$ cat src/rtl/pic_pkg.sv
package pic_pkg;
  // Strict comparison: a request preempts only a strictly lower running level.
  function automatic logic level_preempts(input logic [2:0] req_lvl, input logic [2:0] run_lvl);
    return req_lvl > run_lvl;
  endfunction

  // Chain order: candidate replaces current best when its level is at least as high,
  // scanning from the highest index down so the lowest index wins ties.
  function automatic logic chain_replaces(input logic [2:0] cand_lvl, input logic [2:0] best_lvl,
                                          input logic best_vld);
    return !best_vld || (cand_lvl >= best_lvl);
  endfunction
endpackage

$ cat src/rtl/pic_lvl_table.sv
module pic_lvl_table #(
  parameter int N_SRC = 8,
  parameter int LVL_W = 3,
  localparam int IDX_W = (N_SRC > 1) ? $clog2(N_SRC) : 1
) (
  input  logic                         clk,
  input  logic                         rst_n,
  input  logic                         cfg_we,
  input  logic [IDX_W-1:0]             cfg_idx,
  input  logic [LVL_W-1:0]             cfg_lvl,
  output logic [N_SRC-1:0][LVL_W-1:0]  lvl_tab
);
  for (genvar g = 0; g < N_SRC; g++) begin : g_ent
    always_ff @(posedge clk or negedge rst_n) begin
      if (!rst_n) lvl_tab[g] <= '0;
      else if (cfg_we && (cfg_idx == IDX_W'(g))) lvl_tab[g] <= cfg_lvl;
    end
  end
endmodule

$ cat src/rtl/pic_arbiter.sv
module pic_arbiter #(
  parameter int N_SRC = 8,
  parameter int LVL_W = 3,
  localparam int IDX_W = (N_SRC > 1) ? $clog2(N_SRC) : 1
) (
  input  logic [N_SRC-1:0]             req,
  input  logic [N_SRC-1:0][LVL_W-1:0]  lvl_tab,
  output logic                         win_vld,
  output logic [IDX_W-1:0]             win_id,
  output logic [LVL_W-1:0]             win_lvl
);
  import pic_pkg::*;
  always_comb begin
    win_vld = 1'b0;
    win_id  = '0;
    win_lvl = '0;
    for (int i = N_SRC - 1; i >= 0; i--) begin
      if (req[i] && chain_replaces(lvl_tab[i], win_lvl, win_vld)) begin
        win_vld = 1'b1;
        win_id  = IDX_W'(i);
        win_lvl = lvl_tab[i];
      end
    end
  end
endmodule

$ cat src/rtl/pic_pri_stack.sv
module pic_pri_stack #(
  parameter int LVL_W = 3,
  parameter int STK_DEPTH = 8,
  localparam int CNT_W = $clog2(STK_DEPTH + 1)
) (
  input  logic             clk,
  input  logic             rst_n,
  input  logic             push_ev,
  input  logic [LVL_W-1:0] new_lvl,
  input  logic             pop_req,
  output logic             pop_ev,
  output logic [LVL_W-1:0] cur_lvl,
  output logic [CNT_W-1:0] stk_cnt
);
  logic [LVL_W-1:0] stk_mem [STK_DEPTH];
  logic             can_push;

  assign pop_ev   = pop_req && (stk_cnt != '0);
  assign can_push = push_ev && (stk_cnt < CNT_W'(STK_DEPTH));

  always_ff @(posedge clk or negedge rst_n) begin
    if (!rst_n) begin
      cur_lvl <= '0;
      stk_cnt <= '0;
    end else if (pop_ev) begin
      cur_lvl <= stk_mem[stk_cnt - 1'b1];
      stk_cnt <= stk_cnt - 1'b1;
    end else if (can_push) begin
      cur_lvl <= new_lvl;
      stk_cnt <= stk_cnt + 1'b1;
    end
  end

  always_ff @(posedge clk) begin
    if (can_push && !pop_ev) stk_mem[stk_cnt[$clog2(STK_DEPTH)-1:0]] <= cur_lvl;
  end
endmodule

$ cat src/rtl/prio_irq_ctrl.sv
module prio_irq_ctrl #(
  parameter int N_SRC = 8,
  parameter int LVL_W = 3,
  parameter int STK_DEPTH = 8,
  localparam int IDX_W = (N_SRC > 1) ? $clog2(N_SRC) : 1,
  localparam int CNT_W = $clog2(STK_DEPTH + 1)
) (
  input  logic             clk,
  input  logic             rst_n,
  input  logic             glob_en,
  input  logic [N_SRC-1:0] req,
  input  logic             cfg_we,
  input  logic [IDX_W-1:0] cfg_idx,
  input  logic [LVL_W-1:0] cfg_lvl,
  input  logic             instr_bnd,
  input  logic             rti,
  output logic             take_irq,
  output logic [IDX_W-1:0] irq_id,
  output logic [LVL_W-1:0] cur_pri
);
  import pic_pkg::*;

  logic [N_SRC-1:0][LVL_W-1:0] lvl_tab;
  logic             arb_vld;
  logic [IDX_W-1:0] arb_id;
  logic [LVL_W-1:0] arb_lvl;
  logic             take_ev;
  logic             pop_ev;
  logic [CNT_W-1:0] stk_cnt;

  pic_lvl_table #(.N_SRC(N_SRC), .LVL_W(LVL_W)) u_tab (
    .clk(clk), .rst_n(rst_n), .cfg_we(cfg_we), .cfg_idx(cfg_idx),
    .cfg_lvl(cfg_lvl), .lvl_tab(lvl_tab)
  );

  pic_arbiter #(.N_SRC(N_SRC), .LVL_W(LVL_W)) u_arb (
    .req(req), .lvl_tab(lvl_tab), .win_vld(arb_vld), .win_id(arb_id), .win_lvl(arb_lvl)
  );

  // Take only at a boundary, when enabled, not during a return, and strictly above.
  assign take_ev = instr_bnd && glob_en && !rti && arb_vld && level_preempts(arb_lvl, cur_pri);

  pic_pri_stack #(.LVL_W(LVL_W), .STK_DEPTH(STK_DEPTH)) u_stk (
    .clk(clk), .rst_n(rst_n), .push_ev(take_ev), .new_lvl(arb_lvl),
    .pop_req(rti), .pop_ev(pop_ev), .cur_lvl(cur_pri), .stk_cnt(stk_cnt)
  );

  always_ff @(posedge clk or negedge rst_n) begin
    if (!rst_n) begin
      take_irq <= 1'b0;
      irq_id   <= '0;
    end else begin
      take_irq <= take_ev;
      if (take_ev) irq_id <= arb_id;
    end
  end
endmodule

$ cat config.mk
export PLATFORM = sky130hd
export DESIGN_NAME = prio_irq_ctrl
export DESIGN_NICKNAME = d
export VERILOG_FILES = /design/src/rtl/pic_pkg.sv /design/src/rtl/pic_lvl_table.sv /design/src/rtl/pic_arbiter.sv /design/src/rtl/pic_pri_stack.sv /design/src/rtl/prio_irq_ctrl.sv
export SDC_FILE = /design/constraint.sdc
export NUM_CORES = 1
export LEC_CHECK = 0
export ABC_AREA = 1
export BUFFER_PORTS_ARGS = -buffer_cell sky130_fd_sc_hd__buf_2
export CORE_MARGIN = 3
export CORE_UTILIZATION = 43
export DETAILED_ROUTE_END_ITERATION = 8
export GPL_ROUTABILITY_DRIVEN = 0
export RECOVER_POWER = 25
export SYNTH_ARGS = -nofsm -noshare
export SYNTH_HDL_FRONTEND = slang
export SYNTH_SLANG_ARGS = --single-unit
$ cat constraint.sdc
create_clock -name clk -period 10.25 [get_ports clk]
set_input_delay 2.05 -clock clk [delete_from_list [all_inputs] [get_ports clk]]
set_output_delay 2.05 -clock clk [all_outputs]
set_load 0.01 [all_outputs]
Word level (Yosys, flattened, before mapping)
Memory sizes are Yosys's and may differ from the RTL's.
Index checks and enable logic that the tools add are counted.
{"block": "totals", "ff_bits": 35, "mem_bits_rw": 24, "inputBits": 20, "output_inout_bits": 7, "word_cells": 102, "memories": 1}
{"name": "u_stk.stk_mem", "words": 8, "word_bits": 3, "read_ports": 1, "rd_clocked_by_memory_dff": 0, "wr": 1, "line_no": "pic_pri_stack.sv:15", "text": "logic [LVL_W-1:0] stk_mem [STK_DEPTH];"}
{"block": "classes", "n_addsub": 2, "order_cmp": 9, "n_eq_ne": 7, "muxes": 30, "reduce_logical": 41}
{"cell": "two-way mux 3 bit", "n": 18}
{"cell": "logical AND 1 bit", "n": 22}
{"cell": ">= comparator 3 bit", "n": 7}
{"cell": "equality test 3 bit (second input constant)", "n": 4}
{"cell": "two-way mux 1 bit", "n": 10}
{"cell": "logical NOT 1 bit", "n": 9}
{"cell": "two-way mux 4 bit", "n": 2}
{"cell": "logical OR 1 bit", "n": 7}
{"cell": "equality test 3 x 2 -> 1 bit (second input constant)", "n": 2}
{"cell": "adder 4 x 1 -> 4 bit (second input constant)", "n": 1}
{"cell": "< comparator 4 bit (second input constant)", "n": 1}
{"cell": "nonzero test 4 bit", "n": 1}
{"cell": "subtractor 4 x 1 -> 4 bit (second input constant)", "n": 1}
{"cell": "equality test 3 x 1 -> 1 bit (second input constant)", "n": 1}
{"cell": "> comparator 3 bit", "n": 1}
{"cell": "logical NOT 3 bit", "n": 1}
{"cell": "nonzero test 2 bit", "n": 1}

Longest topological paths before layout
{"block": "logic_depth", "ltp_word": 35, "ltp_mapped": 66, "ltp_nobuf": 66}

By module
A second synthesis with hierarchy kept.
{"block": "unflattened", "hier_cells": 473, "area_unflattened_um2": 3768.6}
{"mod": "pic_pri_stack", "n_inst": 1, "cells_each": 151, "area_each_um2": 1540.2, "seq_area_each_um2": 895.9}
{"mod": "pic_lvl_table", "n_inst": 1, "cells_each": 127, "area_each_um2": 1008.5, "seq_area_each_um2": 600.6}
{"mod": "pic_arbiter", "n_inst": 1, "cells_each": 162, "area_each_um2": 953.4, "seq_area_each_um2": 0.0}
{"mod": "prio_irq_ctrl", "n_inst": 1, "cells_each": 33, "area_each_um2": 266.5, "seq_area_each_um2": 100.1}

Worst setup path after synthesis
Ideal clock, no wire load.
{"block": "synth_path", "path_type": "input -> register", "startpoint": "input port req[7]", "endpoint": "memory u_stk.stk_mem[5][0] (enable)", "setup_ns": 0.371, "t_arrival_ns": 10.137, "required_time_ns": 9.879, "slack_ns": -0.258, "path_stages": 56, "n_path_buf": 0, "cell_sequence": "nand2_1 -> ha_1 -> a21oi_1 -> nand4_1 -> nand2_1 -> inv_1 -> o21ai_0 -> inv_1 -> ha_1 -> a21oi_1 -> nand4_1 -> nand2_1 -> nand3_1 -> and2_1 -> ha_1 -> nand3_1 -> o2111ai_1 -> nand2_1 -> [20 not listed] -> nand2_4 -> nand2_1 -> and2_1 -> ha_1 -> nand2_1 -> o2111ai_1 -> nand2_1 -> or2_2 -> and2_1 -> ha_1 -> nand2_1 -> nor2_1 -> a211oi_1 -> a311oi_1 -> nand2_2 -> nor2_4 -> clkinv_2 -> nor4_1"}
{"block": "synth_between", "elab_chain_cells": 35, "elab_cells_between_ends": 51, "classes_between": "order compare: 8; mux: 18; reduce/logical: 25"}
{"item": "from (decl)", "line_no": "prio_irq_ctrl.sv:11", "text": "input logic [N_SRC-1:0] req,"}
{"item": "two-way mux 3 bit or two-way mux 1 bit (tied branches)", "line_no": "pic_arbiter.sv:18", "text": "if (req[i] && chain_replaces(lvl_tab[i], win_lvl, win_vld)) begin"}
{"item": ">= comparator 3 bit or logical NOT 1 bit (tied branches)", "line_no": "pic_pkg.sv:11", "text": "return !best_vld || (cand_lvl >= best_lvl);"}
{"item": "logical OR 1 bit", "line_no": "pic_pkg.sv:11"}
{"item": "logical AND 1 bit", "line_no": "pic_arbiter.sv:18"}
{"item": "two-way mux 3 bit or two-way mux 1 bit (tied branches)", "line_no": "pic_arbiter.sv:18"}
{"item": ">= comparator 3 bit or logical NOT 1 bit (tied branches)", "line_no": "pic_pkg.sv:11"}
{"item": "logical OR 1 bit", "line_no": "pic_pkg.sv:11"}
{"item": "logical AND 1 bit", "line_no": "pic_arbiter.sv:18"}
{"item": "[19 not listed]"}
{"item": "logical AND 1 bit", "line_no": "pic_arbiter.sv:18"}
{"item": "two-way mux 3 bit or two-way mux 1 bit (tied branches)", "line_no": "pic_arbiter.sv:18"}
{"item": "> comparator 3 bit or logical AND 1 bit (tied branches)", "line_no": "pic_pkg.sv:4, prio_irq_ctrl.sv:41"}
{"item": "logical AND 1 bit *", "line_no": "prio_irq_ctrl.sv:41", "text": "assign take_ev = instr_bnd && glob_en && !rti && arb_vld && level_preempts(arb_lvl, cur_pri);"}
{"item": "logical AND 1 bit *", "line_no": "pic_pri_stack.sv:19", "text": "assign can_push = push_ev && (stk_cnt < CNT_W'(STK_DEPTH));"}
{"item": "logical AND 1 bit *", "line_no": "pic_pri_stack.sv:35", "text": "if (can_push && !pop_ev) stk_mem[stk_cnt[$clog2(STK_DEPTH)-1:0]] <= cur_lvl;"}
{"item": "two-way mux 1 bit *", "line_no": "pic_pri_stack.sv:35"}
{"item": "two-way mux 1 bit (not written as such) *", "line_no": "pic_pri_stack.sv:35"}
{"item": "to (decl)", "line_no": "pic_pri_stack.sv:15"}
Mark *: on every way between the ends. The rest lies on a longest branch, timed or not.

Worst setup path in the final report
{"block": "layout_path", "startpoint": "input port req[7]", "endpoint": "register u_stk.cur_lvl[0]"}
{"block": "layout_between", "elab_chain_cells": 33, "elab_cells_between_ends": 51, "classes_between": "order compare: 8; mux: 18; reduce/logical: 25"}
{"item": "two-way mux 3 bit or two-way mux 1 bit (tied branches)", "line_no": "pic_arbiter.sv:18"}
{"item": ">= comparator 3 bit or logical NOT 1 bit (tied branches)", "line_no": "pic_pkg.sv:11"}
{"item": "logical OR 1 bit", "line_no": "pic_pkg.sv:11"}
{"item": "logical AND 1 bit", "line_no": "pic_arbiter.sv:18"}
{"item": "two-way mux 3 bit or two-way mux 1 bit (tied branches)", "line_no": "pic_arbiter.sv:18"}
{"item": ">= comparator 3 bit or logical NOT 1 bit (tied branches)", "line_no": "pic_pkg.sv:11"}
{"item": "logical OR 1 bit", "line_no": "pic_pkg.sv:11"}
{"item": "logical AND 1 bit", "line_no": "pic_arbiter.sv:18"}
{"item": "[17 not listed]"}
{"item": ">= comparator 3 bit or logical NOT 1 bit (tied branches)", "line_no": "pic_pkg.sv:11"}
{"item": "logical OR 1 bit", "line_no": "pic_pkg.sv:11"}
{"item": "logical AND 1 bit", "line_no": "pic_arbiter.sv:18"}
{"item": "two-way mux 3 bit or two-way mux 1 bit (tied branches)", "line_no": "pic_arbiter.sv:18"}
{"item": "> comparator 3 bit or logical AND 1 bit (tied branches)", "line_no": "pic_pkg.sv:4, prio_irq_ctrl.sv:41"}
{"item": "logical AND 1 bit", "line_no": "prio_irq_ctrl.sv:41"}
{"item": "logical AND 1 bit", "line_no": "pic_pri_stack.sv:19"}
{"item": "nonzero test 2 bit (no source line)"}
{"item": "to (signal assigned)", "line_no": "pic_pri_stack.sv:26", "text": "cur_lvl <= stk_mem[stk_cnt - 1'b1];"}
{"item": "to (signal assigned)", "line_no": "pic_pri_stack.sv:29", "text": "cur_lvl <= new_lvl;"}
{"item": "to (decl)", "line_no": "pic_pri_stack.sv:12", "text": "output logic [LVL_W-1:0] cur_lvl,"}
Parallel ways exist; a longest one is shown, timed or not. The select of a mux whose other input is x is not followed.
A chain may end at the register's enable or synchronous reset.

==> flow_metrics.tcl <==
set metrics [dict create \
    drive_gt1_frac 0.4012 \
    antenna_cells 0 \
    nNetsFinal 531 \
    wl_per_cell_um 15.05 \
    yosysWarnings 0 \
    cpMostUsedCell "nand2_2" \
    synth_top_area_cell "dfrtp_1" \
    chipHeight_um 94.72 \
    critPathSlowestCell "ha_1" \
    critPathKind "input port to flop" \
    nFillCells 625 \
    worst_slew_margin_rel 0.4730 \
    ir_worst_vdd_v 0.0001527 \
    cts_sinks 59 \
    p_comb_frac 0.637 \
    cpPeakStageDelay_ns 0.31 \
    status "complete, but fails checks" \
    synth_common_cells "nand2_1, inv_1, o21ai_0" \
    h-tree-depth 3 \
    rsz0062_at_grt "true" \
    leakage_nw 2.162 \
    fmax_mhz 97.20 \
    hp-start "irq_id[1]" \
    syn-cell-area_sq_um 3384 \
    synth.avg_cell_area_sq_um 8.723 \
    grt_overflow 0 \
    rows 31 \
    ys_seq_area_frac 0.4717 \
    core_sq_um 7447 \
    syn-instance-count 388 \
    grt_pass1_vias 2874 \
    violations "setup timing" \
    cts_tree "built" \
    p_seq_frac 0.233 \
    finalSetupTns_ns -0.1998 \
    switching_share 0.4172 \
    drc 0 \
    die_area_sq_um 8972 \
    p_clk_frac 0.130 \
    grt.total_usage 0.1981 \
    cp-end-kind "flop" \
    grt_max_degree 36 \
    crit_path_start_kind "input port" \
    internal_power_uw 922.3 \
    max_cap_viol_count 0 \
    cp.required_ns 10.47 \
    final.setup.worst_slack_ns -0.03788 \
    hold_viol 0 \
    cp-startpoint "req[7]" \
    final_area_sq_um 4785 \
    yosysUniqueCellTypes 39 \
    cts-buffers-inserted 9 \
    drt-vias-per-instance 5.203 \
    rr_startpoint "u_tab.lvl_tab[23]" \
    synth-edff-count 24 \
    fin_crit_ns 10.29 \
    synth_ff_type "dfrtp_1" \
    routed-via-count 3070 \
    dpl_cell_area_sq_um 4064 \
    synth_area_leaders "dfrtp_1, edfxtp_1, ha_1" \
    antenna_left 0 \
    grt_pass1_wl_um 13590 \
    numPortBuffers 26 \
    synth_top_area_frac 0.2588 \
    routed_wl_um 8882 \
    root_buffer "clkbuf_8" \
    clkSlewWorstSetupHoldPaths_ns 0.06 \
    syn_to_final_growth_pct 41.37 \
    drt-pass1-iter-count 5 \
    drtIter0Drc 126 \
    initial_utilization 0.4545 \
    postSynthRegisterBits 59 \
    cts_max_path_buffers 2 \
    antenna_found_initial 0 \
    synth_fp_nets 433 \
    insertion_delay_ns 0.33 \
    yosysMostFrequentCell "nand2_1" \
    critPathMaxFanout 7 \
    ios 27 \
    post-route-period-util 1.004 \
    cp.arrival_ns 10.50 \
    tightestPinTransition_ns 0.7905 \
    async_flop_share 0.5932 \
    setup_viol_count_final 12 \
    cellPowerDensity_nw_per_um2 330.8 \
    switchingPower_uw 660.3 \
    slew_violations 0 \
    hp-class "flop to flop" \
    fin_skew_ns 0.01018 \
    die_w_um 94.72 \
    holdBufCountCts 0 \
    dp_hpwl_um 6026 \
]
## logic make-up (layout without fill, tap and decap cells)
family                   after synthesis  in the layout  share of synthesized area
buffers and inverters                 51            154                    0.05693
XOR/XNOR                               4              4                    0.01035
flip-flops                            59             59                     0.4717
adder cells (fa/ha/maj)               25             25                    0.09242
AND/OR/NAND/NOR                      170            170                     0.2281
AO/OA/AOI/OAI                         79             79                     0.1405
## registers in the layout (all words and copies together) (netlist names)
register	cells
u_tab.lvl_tab	24
u_stk.stk_mem	24
take_irq	1
u_stk.cur_lvl	3
irq_id	3
u_stk.stk_cnt	4
## stage by stage
step	worst slack [ns]	cells	total power [mW]	util	hold slack (ns)
5_1_grt	-0.5875	590	1.706	0.6425	0.5309
3_5_place_dp	-0.7630	557	1.081	0.5457	0.4715
6_report	-0.03788	590	1.583	0.6425	0.4807
3_3_place_gp	-0.5840	557	1.068	0.5457	0.4673
4_1_cts	0.01602	580	1.332	0.5887	0.4861
2_1_floorplan	0.04611	388	0.8091	-	0.4530
## area by class of cell
type                            instances  area, sq um  area share
Clock buffer                           13        148.9     0.03112
Clock inverter                          3        37.54    0.007845
Inverter                               49        188.9     0.03949
Multi-Input combinational cell        278         2064      0.4315
Sequential cell                        59         1597      0.3337
Tap cell                               99        123.9     0.02589
Timing Repair Buffer                   89        624.3      0.1305
## worst max-delay path: cells and delay by family
kind	cells	cell delay [ns]
compound gates	15	2.32
simple gates	29	3.31
fa+ha+maj	8	2.06
buf+inv	9	0.73
## routing by layer
metal | vias up | global-route usage | share of wire | routed length [um]
li1 | 1543 | - | - | -
met1 | 1448 | 0.2461 | 0.44 | 3875
met2 | 67 | 0.3324 | 0.51 | 4544
met3 | 12 | 0.04064 | 0.037 | 327
met4 | 0 | 0.08774 | 0.015 | 135
met5 | - | 0 | 0 | 0
## layout by cell type (no fill, tap or decap), types with 3 or more instances in the layout
| master | netlist | final |
|---|---|---|
| buf_4 | 0 | 60 |
| nor2_2 | 1 | 3 |
| nand2_2 | 5 | 22 |
| ha_4 | 0 | 13 |
| nor3_1 | 7 | 3 |
| nand4_1 | 3 | 3 |
| a21oi_1 | 11 | 6 |
| nand2_4 | 2 | 5 |
| o2111ai_2 | 1 | 4 |
| nor2_1 | 28 | 24 |
| or2_1 | 3 | 3 |
| inv_2 | 1 | 8 |
| buf_6 | 0 | 3 |
| nor2_4 | 1 | 3 |
| nand3_2 | 0 | 11 |
| clkbuf_8 | 0 | 10 |
| clkbuf_1 | 2 | 3 |
| nor3_4 | 0 | 4 |
| dfrtp_1 | 35 | 35 |
| o21ai_0 | 45 | 39 |
| nand2_1 | 77 | 57 |
| or2_4 | 1 | 4 |
| a21oi_2 | 0 | 5 |
| inv_1 | 47 | 40 |
| nand3_1 | 32 | 20 |
| edfxtp_1 | 24 | 24 |
| o21ai_2 | 1 | 4 |
| o221ai_1 | 7 | 7 |
| buf_2 | 0 | 25 |
| ha_1 | 25 | 12 |
| and2_4 | 0 | 4 |
## power by group through the flow
stage	sequential (mW)	combinational [mW]	clock [mW]
after global routing	0.376	1.11	0.221
final	0.369	1.01	0.206
after global placement	0.367	0.702	0
after CTS	0.364	0.761	0.208
after floorplan	0.348	0.461	0
after detailed placement	0.367	0.714	0
## final timing paths
path	depth (start not counted)	slack, ns	end
worst min-delay path	2	0.48	irq_id[1]
worst max register to register	60	1.34	u_stk.cur_lvl[0]
worst max-delay path	61	-0.04	u_stk.cur_lvl[0]
worst min register to register	2	0.48	irq_id[1]
max in group asynchronous	1	7.94	u_stk.stk_cnt[0]
min in group asynchronous	1	1.80	u_tab.lvl_tab[22]
## repair_timing
| item | in CTS | in global routing |
|---|---|---|
| buffers inserted | 7 | 10 |
| resized for setup | 16 | 75 |
| pin swaps | 12 | 55 |
| setup endpoints to repair | 33 | 35 |
| gates cloned | 0 | 0 |
Note: power is estimated with default switching activity, not from simulation.
